$ cat src/rtl/stopwatch_pkg.sv
package stopwatch_pkg;
  localparam int DIGIT_W = 4;
  localparam logic [2:0] MODE_CLEAR = 3'b001;
  localparam logic [2:0] MODE_RUN   = 3'b010;
  localparam logic [2:0] MODE_STOP  = 3'b100;

  typedef struct packed {
    logic clearTime;
    logic countEn;
    logic lapLoad;
    logic showLap;
  } ctrlStrobes_t;

  // Odd positions below the top digit are tens of a base-60 field.
  function automatic logic [DIGIT_W-1:0] digitLimit(input int idx, input int numDigits);
    if ((idx % 2 == 1) && (idx != numDigits - 1)) return DIGIT_W'(5);
    return DIGIT_W'(9);
  endfunction
endpackage

$ cat src/rtl/sw_press_detect.sv
module sw_press_detect #(
  parameter int N_KEYS = 2
) (
  input  logic              clk,
  input  logic              rstN,
  input  logic [N_KEYS-1:0] keyN,
  output logic [N_KEYS-1:0] pressed
);
  logic [N_KEYS-1:0] keyPrev;

  for (genvar k = 0; k < N_KEYS; k++) begin : g_key
    always_ff @(posedge clk or negedge rstN) begin
      if (!rstN) keyPrev[k] <= 1'b1;
      else       keyPrev[k] <= keyN[k];
    end
    assign pressed[k] = keyPrev[k] & ~keyN[k];
  end
endmodule

$ cat src/rtl/sw_ctrl.sv
module sw_ctrl
  import stopwatch_pkg::*;
(
  input  logic         clk,
  input  logic         rstN,
  input  logic         modePress,
  input  logic         lapPress,
  input  logic         tickEn,
  output logic [2:0]   modeOh,
  output ctrlStrobes_t strobes
);
  logic [2:0] modeQ;
  logic       showQ;

  always_ff @(posedge clk or negedge rstN) begin
    if (!rstN) begin
      modeQ <= MODE_CLEAR;
      showQ <= 1'b0;
    end else begin
      if (modePress) modeQ <= {modeQ[1:0], modeQ[2]};
      if (modePress)     showQ <= 1'b0;
      else if (lapPress) showQ <= ~showQ;
    end
  end

  always_comb begin
    strobes.clearTime = modeQ[0] | (modePress & modeQ[2]);
    strobes.countEn   = tickEn & modeQ[1];
    strobes.lapLoad   = lapPress & ~showQ & ~modePress;
    strobes.showLap   = showQ;
  end

  assign modeOh = modeQ;
endmodule

$ cat src/rtl/sw_datapath.sv
module sw_datapath
  import stopwatch_pkg::*;
#(
  parameter int NUM_DIGITS = 4,
  localparam int VEC_W = NUM_DIGITS * DIGIT_W
) (
  input  logic         clk,
  input  logic         rstN,
  input  ctrlStrobes_t strobes,
  output logic [VEC_W-1:0] dispDigits
);
  logic [NUM_DIGITS-1:0] carry;
  logic [VEC_W-1:0]      liveVec;
  logic [VEC_W-1:0]      lapQ;

  assign carry[0] = strobes.countEn;

  for (genvar i = 0; i < NUM_DIGITS; i++) begin : g_digit
    localparam logic [DIGIT_W-1:0] LIM = digitLimit(i, NUM_DIGITS);
    logic [DIGIT_W-1:0] digitQ;
    logic               atLim;

    assign atLim = (digitQ == LIM);

    always_ff @(posedge clk or negedge rstN) begin
      if (!rstN)                  digitQ <= '0;
      else if (strobes.clearTime) digitQ <= '0;
      else if (carry[i])          digitQ <= atLim ? '0 : digitQ + DIGIT_W'(1);
    end

    assign liveVec[i*DIGIT_W +: DIGIT_W] = digitQ;

    if (i < NUM_DIGITS - 1) begin : g_carry
      assign carry[i+1] = carry[i] & atLim;
    end
  end

  always_ff @(posedge clk or negedge rstN) begin
    if (!rstN)                lapQ <= '0;
    else if (strobes.lapLoad) lapQ <= liveVec;
  end

  assign dispDigits = strobes.showLap ? lapQ : liveVec;
endmodule

$ cat src/rtl/stopwatch_lap.sv
module stopwatch_lap
  import stopwatch_pkg::*;
#(
  parameter int NUM_DIGITS = 4
) (
  input  logic                          clk,
  input  logic                          rstN,
  input  logic                          modeKeyN,
  input  logic                          lapKeyN,
  input  logic                          tickEn,
  output logic [2:0]                    modeOh,
  output logic                          showLap,
  output logic [NUM_DIGITS*DIGIT_W-1:0] dispDigits
);
  logic [1:0]   pressed;
  ctrlStrobes_t strobes;

  sw_press_detect #(.N_KEYS(2)) press_i (
    .clk(clk), .rstN(rstN), .keyN({lapKeyN, modeKeyN}), .pressed(pressed)
  );

  sw_ctrl ctrl_i (
    .clk(clk), .rstN(rstN), .modePress(pressed[0]), .lapPress(pressed[1]),
    .tickEn(tickEn), .modeOh(modeOh), .strobes(strobes)
  );

  sw_datapath #(.NUM_DIGITS(NUM_DIGITS)) dp_i (
    .clk(clk), .rstN(rstN), .strobes(strobes), .dispDigits(dispDigits)
  );

  assign showLap = strobes.showLap;
endmodule

$ cat config.mk
export PLATFORM = sky130hd
export DESIGN_NAME = stopwatch_lap
export DESIGN_NICKNAME = d
export VERILOG_FILES = /design/src/rtl/stopwatch_pkg.sv /design/src/rtl/sw_press_detect.sv /design/src/rtl/sw_ctrl.sv /design/src/rtl/sw_datapath.sv /design/src/rtl/stopwatch_lap.sv
export SDC_FILE = /design/constraint.sdc
export NUM_CORES = 1
export LEC_CHECK = 0
export BUFFER_PORTS_ARGS = -buffer_cell sky130_fd_sc_hd__buf_4
export CORE_UTILIZATION = 38
export DETAILED_ROUTE_END_ITERATION = 8
export PLACE_DENSITY_LB_ADDON = 0.05
export REMOVE_ABC_BUFFERS = 1
export SLEW_MARGIN = 20
export SYNTH_ARGS = -nofsm -noshare
export SYNTH_HDL_FRONTEND = slang
export SYNTH_HIERARCHICAL = 1
export SYNTH_SLANG_ARGS = --single-unit
$ cat constraint.sdc
create_clock -name clk -period 4.1 [get_ports clk]
set_input_delay 1.025 -clock clk [delete_from_list [all_inputs] [get_ports clk]]
set_output_delay 1.025 -clock clk [all_outputs]
set_load 0.005 [all_outputs]
---- Word level (Yosys, flattened, before mapping) ----
Index checks and enable logic that the tools add are counted.
word-level totals
  register bits after elaboration ......... 38
  input port bits ......................... 5
  output and inout bits ................... 20
cells by class
  add/subtract/negate cells ............... 4
  eq/ne operators ......................... 4
  mux-type cells .......................... 15
  bitwise operators ....................... 14
  reductions and logical operators ........ 5
operators by type and width
  operator             number
  $mux 4               12
  $add 4x1->4 const B  4
  $mux 16              1
  $eq 4x4->1 const B   3
  $reduce_bool 2->1    5
  $and 1x1->1          9
  $eq 4x3->1 const B   1
  $not 1->1            4
  $mux 1               2
  $or 1x1->1           1

---- Depth between registers and ports, before layout ----
Gate-level depths: netlist of the first run.
  depth after elaboration ................. 6
  gate-level depth with buffers ........... 7
  mapped depth without buffers ............ 6

---- Cells and area by module ----
The synthesis of the first run kept the hierarchy.
modules (own cells, without submodules)
  module           instances  cells an instance  area each (sq um)
  sw_datapath      1          162                1,726.7
  sw_ctrl          1          13                 177.7
  sw_press_detect  1          4                  80.1

---- Worst setup path after synthesis of the first run ----
OpenSTA, ideal clock, no wires.
  kind .................................... input to register
  from .................................... in lapKeyN
  to ...................................... reg dp_i.lapQ[0]
  library setup time ...................... 0.125 ns
  data arrival time ....................... 2.279 ns
  required time ........................... 3.975 ns
  setup slack ............................. 1.696 ns
  cell stages on the path ................. 5
  path buffers ............................ 2
  path through ............................ nor2b_4 > nor3b_1 > clkbuf_1 > buf_1 > mux2_2
RTL lines
  what                  line                RTL
  start, declared       stopwatch_lap.sv:9  input logic lapKeyN,
  end signal, assigned  sw_datapath.sv:40   else if (strobes.lapLoad) lapQ <= liveVec;
  end, declared         sw_datapath.sv:14   logic [VEC_W-1:0] lapQ;

---- Final worst setup path of the first run ----
  from .................................... reg ctrl_i.showQ
  to ...................................... out dispDigits[6]
on the way
  longest elaborated chain between the ends .. 1
ends and longest elaborated chain
  what                    line                 RTL
  start, declared         sw_ctrl.sv:13        logic showQ;
  start signal, assigned  sw_ctrl.sv:22        else if (lapPress) showQ <= ~showQ;
  $mux 16                 sw_datapath.sv:43    assign dispDigits = strobes.showLap ? lapQ : liveVec;
  end, declared           stopwatch_lap.sv:13  output logic [NUM_DIGITS*DIGIT_W-1:0] dispDigits
No other way between the ends.

==> results of run 1 <==
worst max-delay path, cell delays in order (launching register included):
cell and delay, ns:
dfrtp_1 0.97, mux2_2 0.42, buf_4 0.13
flip-flops by register name, indices dropped and copies added, names as in the netlist:
name                 cells
press_i/keyPrev          2
ctrl_i/modeOh            3
ctrl_i/showQ             1
dp_i/g_digit.digitQ     16
dp_i/lapQ               16
report_power, final:
part	total [mW]	internal [mW]	switching, mW	leakage (nW)
Combinational	0.0379	0.0209	0.0170	0.541
Sequential	0.398	0.378	0.0199	0.509
Clock	0.242	0.121	0.121	0.0395
Total	0.678	0.520	0.158	1.09
metal layers:
layer,share of wire,track usage,vias to the layer above
li1,-,-,674
met5,0,0,-
met1,0.46,0.189,690
met4,0.014,0.0566,0
met3,0.045,0.0434,6
met2,0.48,0.264,28
cells in the final DEF (no fill, tap or decap), types with 2 or more instances in the layout:
cell,count
mux2_2,29
nand2_1,16
or3_2,2
buf_4,25
a21oi_1,12
mux2i_1,5
clkbuf_1,3
inv_1,7
nand4_1,2
a31oi_1,2
and3b_2,2
nand3_1,3
ha_1,8
o21ai_0,11
dfrtp_1,35
nor2b_4,2
xnor2_1,2
or3_1,2
nor2_1,13
dfstp_2,3
nor3_1,2
clkbuf_8,5
final cells by class:
| type | count | area, um2 |
|---|---|---|
| Clock buffer | 8 | 80.1 |
| Fill cell | 485 | 2590 |
| Inverter | 7 | 26.3 |
| Multi-Input combinational cell | 125 | 956 |
| Sequential cell | 38 | 955 |
| Tap cell | 67 | 83.8 |
| Timing Repair Buffer | 25 | 188 |
worst min path at each step:
stage                       from           end  cells past startpoint
floorplan           dp_i/lapQ[0]  dp_i/lapQ[0]                      1
global placement    dp_i/lapQ[0]  dp_i/lapQ[0]                      1
detailed placement  dp_i/lapQ[6]  dp_i/lapQ[6]                      1
CTS                 dp_i/lapQ[6]  dp_i/lapQ[6]                      1
global route        dp_i/lapQ[3]  dp_i/lapQ[3]                      1
finish              dp_i/lapQ[4]  dp_i/lapQ[4]                      1
metrics by stage:
stage / utilization / hold slack, ns / setup WS, ns
after floorplan: - / 0.475 / 1.18
after global placement: 0.453 / 0.484 / 1.46
after detailed placement: 0.453 / 0.490 / 1.36
after CTS: 0.469 / 0.506 / 1.24
after global routing: 0.469 / 0.522 / 1.16
final: 0.469 / 0.506 / 1.27
logic make-up after synthesis:
kind of cell	Yosys count	synth area share
muxes	34	0.190
adders and majority gates	8	0.0504
buffers and inverters	16	0.0397
AOI/OAI and AO/OA	29	0.0813
xor gates and xnor gates	2	0.00883
and+or+nand+nor	52	0.149
DFF	38	0.481
==> metrics.md, run 1 <==
| Metric | Value |
|---|---|
| Status | `finished clean` |
| P per Cell Area | `296 nW/um2` |
| Placed cell count | `262` |
| Synth top area share | `0.441` |
| Startpoint types | `flop` |
| Fmax | `353 MHz` |
| Initial Util | `0.407` |
| Hold-fix buffers, CTS | `0` |
| Largest net degree at the start of global routing | `39` |
| TritonCTS Buffers | `5` |
| Worst ir drop on vdd | `roughly 0.22 mV` |
| IO Pins | `25` |
| Pwr Total | `0.678 mW` |
| Worst EP arrival | `1.81 ns` |
| Syn avg cell area | `11.1 um2` |
| Layout cells sized above 1 | `0.350` |
| Synth cell count leaders | `35 x dfrtp_1, 29 x mux2_2, 16 x nand2_1, 13 x nor2_1, 12 x a21oi_1` |
| Worst Setup SP | `ctrl_i/showQ` |
| Setup TNS | `0 ns` |
| CTS tree | `built` |
| Total of max-cap violations | `0` |
| Area post-placement | `2210 um2` |
| CP Class | `reg -> out` |
| Vias in the first global route | `1360` |
| Worst r2r src | `dp_i/g_digit[0].digitQ[1]` |
| Asr flop ratio synth | `1.00` |
| Final Setup Violations | `0` |
| CP endpoint | `dispDigits[6]` |
| EDFF count, synth | `0` |
| CP max FO | `25` |
| Postcts setup bufs | `0` |
| CTS clk-pin slew, worst paths | `approximately 0.070 ns` |
| Critical Path Sink Type | `output port` |
| CTS H-tree depth | `2` |
| Reg2Reg Depth | `6` |
| Final hold violations | `0` |
| Clock buffer depth | `2` |
| Final Instance Area | `2290 um2` |
| Post-cts sizing count | `0` |
| Slew headroom | `0.361` |
| Vias | `1398` |
| Cells after Synth | `179` |
| Die width | `74.3 um` |
| Die area | `5520 um2` |
| RSZ-0062 raised after global routing | `false` |
| Mapped Area | `1980 um2` |
| DR vias/cell | `5.18` |
| Port Buf Inserts | `24` |
| Clk_lat worst skew | `0.28 ns` |
| Antenna Cells | `0` |
| Flop-to-flop setup slack | `1.96 ns` |
| Final min period | `2.83 ns` |
| P&R area growth vs syn | `15.3%` |
| Min-delay worst type | `reg -> reg` |
| Fin nets | `between 200 and 250` |
| Core area | `4880 um2` |
| Total gr overflow | `0` |
| WP data required | `3.07 ns` |
| Root Driver | `clkbuf_8` |
| Synth area leader | `dfrtp_1` |
| Register area share after synthesis | `0.481` |
| Initial antenna violation count | `0` |
| Reg-to-reg endpoint | `dp_i/g_digit[3].digitQ[3]` |
| Synth warn | `6` |
| DR pass1 iterations | `4` |
| DRT antenna net count | `0` |
| Top-count cell post-synth | `dfrtp_1` |
| Top cells by area, synth | `dfrtp_1 44%, mux2_2 16%, ha_1 5.0%` |
| Static Leak | `1.09 nW` |
| Clock Skew | `approximately 0.006 ns` |
| Wire per inst | `13.9 um` |
| Die Y | `74.3 um` |
| First-pass GRT wire length | `6330 um` |
| FP Rows | `25` |
| Distinct cells, synth | `35` |
| Non-Filler Instances | `between 200 and 300` |
| Final wirelength | `3760 um` |
| RD Place Congestion | `0.774` |
| Crit share post-route | `0.691` |
| Register bit total from synthesis | `38` |
| Gr usage total | `0.155` |
| Slew @ Worst Pin | `around 0.96 ns` |
| Detailed-route DRC error count | `0` |
| Top FF cell, synth | `dfrtp_1` |
| CTS sink cnt | `38` |
| Slew Viols, Final | `0` |
| Initial drt markers | `38` |
| DP Wirelength | `2480 um` |
(Power assumes the default switching activity.)
==> run 2: changes to the inputs <==
ABC_AREA = 1   (was not set)
clock period = 2.7 ns   (was 4.1 ns; I/O delays follow)
==> run 2 against run 1 <==
Total power rose to 2.6 times the previous value. Area after synthesis fell by 1.3%. Critical path depth grew 2. Worst hold slack lost 0.17 ns. Cell count increased by 23%. First-iteration DRC count increased by 84%. Synthesized cell count rose by 34%. Sequential share of layout area increased by 0.11 points. Design area decreased by 0.27%. Wire length rose by 3.6%. Combinational power increased to 14 times the previous value. Clock-buffer cell count decreased by 1.
==> metrics.md, run 2 <==
| Metric | Value |
|---|---|
| Status | `finished clean` |
| FP Rows | `25 (unchanged)` |
| Synth top area share | `0.447 (+0.00564)` |
| DP Wirelength | `2710 um (+9.3%)` |
| Register bit total from synthesis | `38 (unchanged)` |
| CP top delay family | `flip-flops` |
| Fin util | `0.471 (+0.00174)` |
| Die area | `5450 um2 (-1.2%)` |
| CP max FO | `21 (-16%)` |
| Vias in the first global route | `1312 (-3.5%)` |
| Crit path buf inv count | `2 (+1)` |
| Setup TNS | `0 ns (unchanged)` |
| Combinational share of power | `0.307 (+0.251)` |
| Startpoint types | `flop` |
| Syn avg cell area | `8.16 um2 (-26%)` |
| CP Class | `reg -> out` |
| DRT antenna net count | `0 (unchanged)` |
| Initial Util | `0.404 (-0.00254)` |
| RD Place Congestion | `0.781 (+0.87%)` |
| Final Setup Violations | `0 (unchanged)` |
| Top FF cell, synth | `dfrtp_1` |
| Total of max-cap violations | `0 (unchanged)` |
| Cell Int Power | `1.15 mW (+120%)` |
| Register area share after synthesis | `0.487 (+0.00614)` |
| Postcts setup bufs | `0 (unchanged)` |
| Critical Path Sink Type | `output port` |
| RSZ-0062 raised after global routing | `false` |
| CTS H-tree depth | `2 (unchanged)` |
| Crit path cell chain | `buf_4, nor2_1, a21oi_1, buf_4` |
| Post-cts sizing count | `0 (unchanged)` |
| Worst EP arrival | `1.52 ns (-0.29 ns)` |
| CTS tree | `built` |
| Fin nets | `277 (+29%)` |
| Min-delay worst type | `in -> async` |
| Clock power share | `0.231 (-0.126)` |
| Clock Skew | `0.00510 ns (-0.00102 ns)` |
| EDFF count, synth | `0 (unchanged)` |
| CTS sink cnt | `38 (unchanged)` |
| Switching Fraction | `0.342 (+0.108)` |
| Cells after Synth | `240 (+34%)` |
| Synth warn | `6 (unchanged)` |
| Top cells by area, synth | `dfrtp_1 45%, nand2_1 10%, nor2_1 5.4%` |
| Slew headroom | `0.362 (+0.000794)` |
| Top-count cell post-synth | `nand2_1` |
| Vias | `1545 (+11%)` |
| Die Y | `73.8 um (-0.62%)` |
| Largest net degree at the start of global routing | `39 (unchanged)` |
| DR pass1 iterations | `4 (unchanged)` |
| Pre-CTS WS | `0.587 ns (-0.776 ns)` |
| Port Buf Inserts | `24 (unchanged)` |
| Worst ir drop on vdd | `0.354 mV (+64%)` |
| Final min period | `2.19 ns` |
| Synth cell count leaders | `53 x nand2_1, 35 x dfrtp_1, 28 x nor2_1, 24 x inv_1, 20 x o21ai_0` |
| TritonCTS Buffers | `5 (unchanged)` |
| Fmax | `between 400 and 500 MHz` |
| Sw power | `0.596 mW (+280%)` |
| Initial antenna violation count | `0 (unchanged)` |
| Final hold violations | `0 (unchanged)` |
| Clock buffer depth | `2 (unchanged)` |
| Synth area leader | `dfrtp_1` |
| Detailed-route DRC error count | `0 (unchanged)` |
| Slew Viols, Final | `0 (unchanged)` |
| IO Pins | `25 (unchanged)` |
| WP data required | `2.03 ns (-1.04 ns)` |
| Placed cell count | `324 (+24%)` |
| Most frequent cells in the layout | `53 x nand2_1, 35 x dfrtp_1, 28 x nor2_1` |
| Root Driver | `clkbuf_8` |
| Hold-fix buffers, CTS | `0 (unchanged)` |
| Antenna Cells | `0 (unchanged)` |
| Post-route setup slack | `0.507 ns (-0.760 ns)` |
| Core area | `4850 um2 (-0.64%)` |
| Asr flop ratio synth | `1.00 (unchanged)` |
| Final wirelength | `3890 um (+3.6%)` |
| Layout cells sized above 1 | `0.192 (-0.157)` |
| Non-Filler Instances | `332 (+23%)` |
| Die width | `73.8 um (-0.62%)` |
| First-pass GRT wire length | `6510 um (+2.8%)` |
| Slew @ Worst Pin | `0.956 ns (-0.00224 ns)` |
| Crit share post-route | `0.812` |
| Worst path slowest cell | `dfrtp_1` |
| Distinct cells, synth | `25 (-29%)` |
| Mapped Area | `1960 um2 (-1.3%)` |
| Share of power burned in registers | `0.462 (-0.125)` |
| Worst path max stage delay | `0.60 ns (-0.37 ns)` |
| P&R area growth vs syn | `16.5%` |
| Leading cell type in the layout, fill and taps excluded | `nand2_1` |
| P per Cell Area | `764 nW/um2 (+160%)` |
| DR vias/cell | `4.65 (-10%)` |
| Static Leak | `1.11 nW (+2.3%)` |
| Gr usage total | `0.164 (+0.00869)` |
| Clk_lat worst skew | `0.29 ns (about the same)` |
| CP most frequent cell | `buf_4` |
| Wire per inst | `11.7 um (-16%)` |
| CTS clk-pin slew, worst paths | `0.07 ns (about the same)` |
| Initial drt markers | `70 (+84%)` |
| Total gr overflow | `0 (unchanged)` |
-- run 2: cell types whose count changed after synthesis, moves of 5 or more --
cell,delta
a21oi_1,+6
inv_1,+17
mux2_2,-29
mux2i_1,-5
nand2_1,+37
nand3_1,+8
nor2_1,+15
o21ai_0,+9
-- run 2: per-layer routing --
| metal | share of wire | GRT usage | vias to the layer above |
|---|---|---|---|
| met3 | 0.032 | 0.0453 | 6 |
| met2 | 0.44 | 0.240 | 24 |
| met1 | 0.51 | 0.230 | 695 |
| met5 | 0 | 0 | - |
| li1 | - | - | 820 |
| met4 | 0.017 | 0.0641 | 0 |
-- run 2: power by group through the flow --
stage / Sequential (mW) / Combinational [mW] / Clock (mW)
finish: 0.805 / 0.536 / 0.403
global route: 0.829 / 0.621 / 0.448
floorplan: 0.800 / 0.342 / 0
detailed placement: 0.818 / 0.543 / 0
CTS: 0.807 / 0.547 / 0.419
global placement: 0.819 / 0.536 / 0
-- run 2: path summary, 6_finish.rpt --
path	startpoint	depth (start not counted)	to	slack [ns]
min in group clk	modeKeyN	1	press_i/keyPrev[0]	0.50
hold reg to reg	ctrl_i/modeOh[2]	2	ctrl_i/modeOh[2]	0.51
hold / removal	rstN	1	dp_i/lapQ[6]	0.33
max in group asynchronous	rstN	1	ctrl_i/modeOh[0]	2.00
setup reg to reg	ctrl_i/showQ	5	dp_i/lapQ[12]	0.66
setup / recovery	ctrl_i/showQ	4	dispDigits[6]	0.51
-- run 2: final cells by class --
| type | instances | area (um2) |
|---|---|---|
| flip-flops and latches | 38 | 955 |
| fillers | 497 | 2570 |
| multi-input cells | 167 | 863 |
| inverters | 27 | 101 |
| well taps | 67 | 83.8 |
| clock buffers | 7 | 86.3 |
| repair buffers | 25 | 188 |
| clock inverters | 1 | 5.00 |
-- run 2: worst register-to-register path: cells and delay by family, from the launching register on --
| kind | cells | cell delay, ns |
|---|---|---|
| buffers and inverters | 3 | 1.07 |
| flip-flops | 1 | 0.54 |
| AO/OA/AOI/OAI | 1 | 0.20 |
| AND/OR/NAND/NOR | 1 | 0.08 |
-- run 2: cell families (layout without fill, tap and decap cells) --
kind of cell               count (synthesis)  in the layout  synth area share
and+or+nand+nor                          108            108             0.247
xor gates and xnor gates                   4              4            0.0179
AOI/OAI and AO/OA                         47             47             0.125
DFF                                       38             38             0.487
buffers and inverters                     35             60            0.0722
adders and majority gates                  8              8            0.0511
-- run 2: per-stage QoR --
stage / hold WS [ns] / instance area [um2] / power, mW
after floorplan: 0.379 / 1920 / 1.14
after global routing: 0.378 / 2280 / 1.90
after global placement: 0.506 / 2190 / 1.36
after detailed placement: 0.498 / 2190 / 1.36
final: 0.335 / 2280 / 1.74
after CTS: 0.357 / 2280 / 1.77
==> run 3: changes to the inputs <==
ABC_AREA = 0   (was 1)
clock period = 1.8 ns   (was 2.7 ns; I/O delays follow)
==> run 3 against run 2 <==
Cell count down 13%. Wire length is 3.1% higher. Total power shrank 9.5%. Sequential power increased by 7.8%. Largest power group unchanged. Highest routed layer unchanged.
==> metrics.md, run 3 (same netlist as run 1, synthesis figures left out) <==
| Metric | Value |
|---|---|
| Vias | `1475 (-4.5%)` |
| Crit share post-route | `0.976` |
| Port Buf Inserts | `24 (unchanged)` |
| Gr usage total | `0.166 (+0.00181)` |
| Antenna Cells | `0 (unchanged)` |
| Area post-placement | `2350 um2 (+7.2%)` |
| Slew Viols, Final | `0 (unchanged)` |
| CTS clk-pin slew, worst paths | `0.07 ns (about the same)` |
| Total of max-cap violations | `0 (unchanged)` |
| Worst ir drop on vdd | `0.555 mV (+57%)` |
| Slew headroom | `0.678 (+0.316)` |
| Initial antenna violation count | `0 (unchanged)` |
| Layout cells sized above 1 | `0.422 (+0.229)` |
| Reg-to-reg endpoint | `dp_i/g_digit[1].digitQ[3]` |
| Final min period | `roughly 1.8 ns` |
| Vias in the first global route | `1440 (+9.8%)` |
| Status | `finished clean` |
| Initial Util | `0.407 (+0.00254)` |
| Final Instance Area | `2470 um2 (+8.1%)` |
| Critical Path Sink Type | `output port` |
| Hold-fix buffers, CTS | `0 (unchanged)` |
| Startpoint types | `flop` |
| Slew @ Worst Pin | `0.484 ns (-0.473 ns)` |
| RSZ-0062 raised after global routing | `true` |
| DRT antenna net count | `0 (unchanged)` |
| Largest net degree at the start of global routing | `39 (unchanged)` |
| TritonCTS Buffers | `5 (unchanged)` |
| Final hold violations | `0 (unchanged)` |
| Final wirelength | `4010 um (+3.1%)` |
| Clock Skew | `0.00611 ns (+0.00101 ns)` |
| Worst EP arrival | `1.31 ns (-0.21 ns)` |
| FILL cells | `466 (-6.2%)` |
| DP Wirelength | `2810 um (+3.5%)` |
| DR pass1 iterations | `4 (unchanged)` |
| CTS sink cnt | `38 (unchanged)` |
| CTS H-tree depth | `2 (unchanged)` |
| RD Place Congestion | `0.796 (+1.9%)` |
| Wire per inst | `13.8 um (+18%)` |
| Total gr overflow | `0 (unchanged)` |
| CP endpoint | `dispDigits[12]` |
| Pwr Total | `1.58 mW (-9.5%)` |
| Static Leak | `1.20 nW (+7.9%)` |
| Fin nets | `236 (-15%)` |
| CP max FO | `13 (-38%)` |
| CTS tree | `built` |
| Fin util | `0.505 (+0.0347)` |
| Clk_lat worst skew | `0.28 ns (about the same)` |
| Core area | `4880 um2 (+0.65%)` |
| P per Cell Area | `640 nW/um2 (-16%)` |
| WP data required | `1.35 ns (-0.68 ns)` |
| Worst Setup SP | `ctrl_i/showQ` |
| First-pass GRT wire length | `6750 um (+3.6%)` |
| P&R area growth vs syn | `24.3%` |
| CP Class | `reg -> out` |
| Final Setup Violations | `0 (unchanged)` |
| Root Driver | `clkbuf_8` |
| Clock buffer depth | `2 (unchanged)` |
| FP Rows | `25 (unchanged)` |
| DR vias/cell | `5.09 (+9.3%)` |
| Die width | `74.3 um (+0.62%)` |
| IO Pins | `25 (unchanged)` |
| Die area | `5520 um2 (+1.3%)` |
| Detailed-route DRC error count | `0 (unchanged)` |
| Leading cell type in the layout, fill and taps excluded | `buf_4` |
| Fmax | `roughly 570 MHz` |
| Flop-to-flop setup slack | `0.12 ns (-0.54 ns)` |
| Most frequent cells in the layout | `43 x buf_4, 35 x dfrtp_1, 29 x mux2_2` |
| Storage cell area | `955 um2 (unchanged)` |
| Min-delay worst type | `in -> async` |
| Multi-input gate area | `960 um2 (+11%)` |
| Worst r2r src | `dp_i/g_digit[0].digitQ[1]` |
| Initial drt markers | `41 (-41%)` |
| Die Y | `74.3 um (+0.62%)` |
| Reg2Reg Depth | `7 (+2)` |
| Setup TNS | `0 ns (unchanged)` |
## run 3: cell count changes in the layout (fill, tap and decap cells not counted), moves of 5 or more
cell,delta
nand2_1,-37
mux2_2,+29
buf_4,+18
inv_1,-17
nor2_1,-15
o21ai_0,-9
nand3_1,-8
a21oi_1,-6
mux2i_1,+5
## run 3: through the flow
step	setup slack [ns]	hold WS, ns	cells
detailed placement	-0.0185	0.451	279
global route	-0.0245	0.153	290
floorplan	-0.678	0.154	170
finish	0.0439	0.130	290
CTS	0.000968	0.140	286
global placement	0.0301	0.448	279
## run 3: timing repair
action                                  in CTS  in global routing
buffers inserted                             0                  4
endpoints found under the setup margin       0                 12
resized for setup                            0                  4
## run 3: worst min-delay path by stage
stage,cells past startpoint,end,slack [ns],startpoint
after CTS,1,dp_i/lapQ[6],0.14,rstN
after floorplan,0,ctrl_i/modeOh[1],0.15,rstN
after detailed placement,1,dp_i/lapQ[6],0.45,rstN
final,1,dp_i/lapQ[6],0.13,rstN
after global placement,1,dp_i/lapQ[6],0.45,rstN
after global routing,1,dp_i/lapQ[6],0.15,rstN
## run 3: layout make-up
class                   count  area share
repair buffers             46       0.148
multi-input cells         125       0.389
clock buffers               7      0.0309
flip-flops and latches     38       0.387
well taps                  67      0.0340
inverters                   7      0.0107
## run 3: worst max-delay path, cell delays in order (launching register included)
cell	delay, ns
dfrtp_1	0.37
buf_6	0.17
mux2_2	0.34
buf_4	0.13
## run 3: where the power goes
part           switching, mW  internal, mW
logic                 0.0875        0.0816
clock network          0.276         0.267
registers            0.00482         0.863
## run 3: routing by layer
layer  vias to the layer above  GRT usage  wire (um)
met3                         2     0.0434        149
met5                         -          0          0
met1                       726      0.212       1840
met4                         0     0.0566         22
met2                        27      0.274       2000
li1                        720          -          -
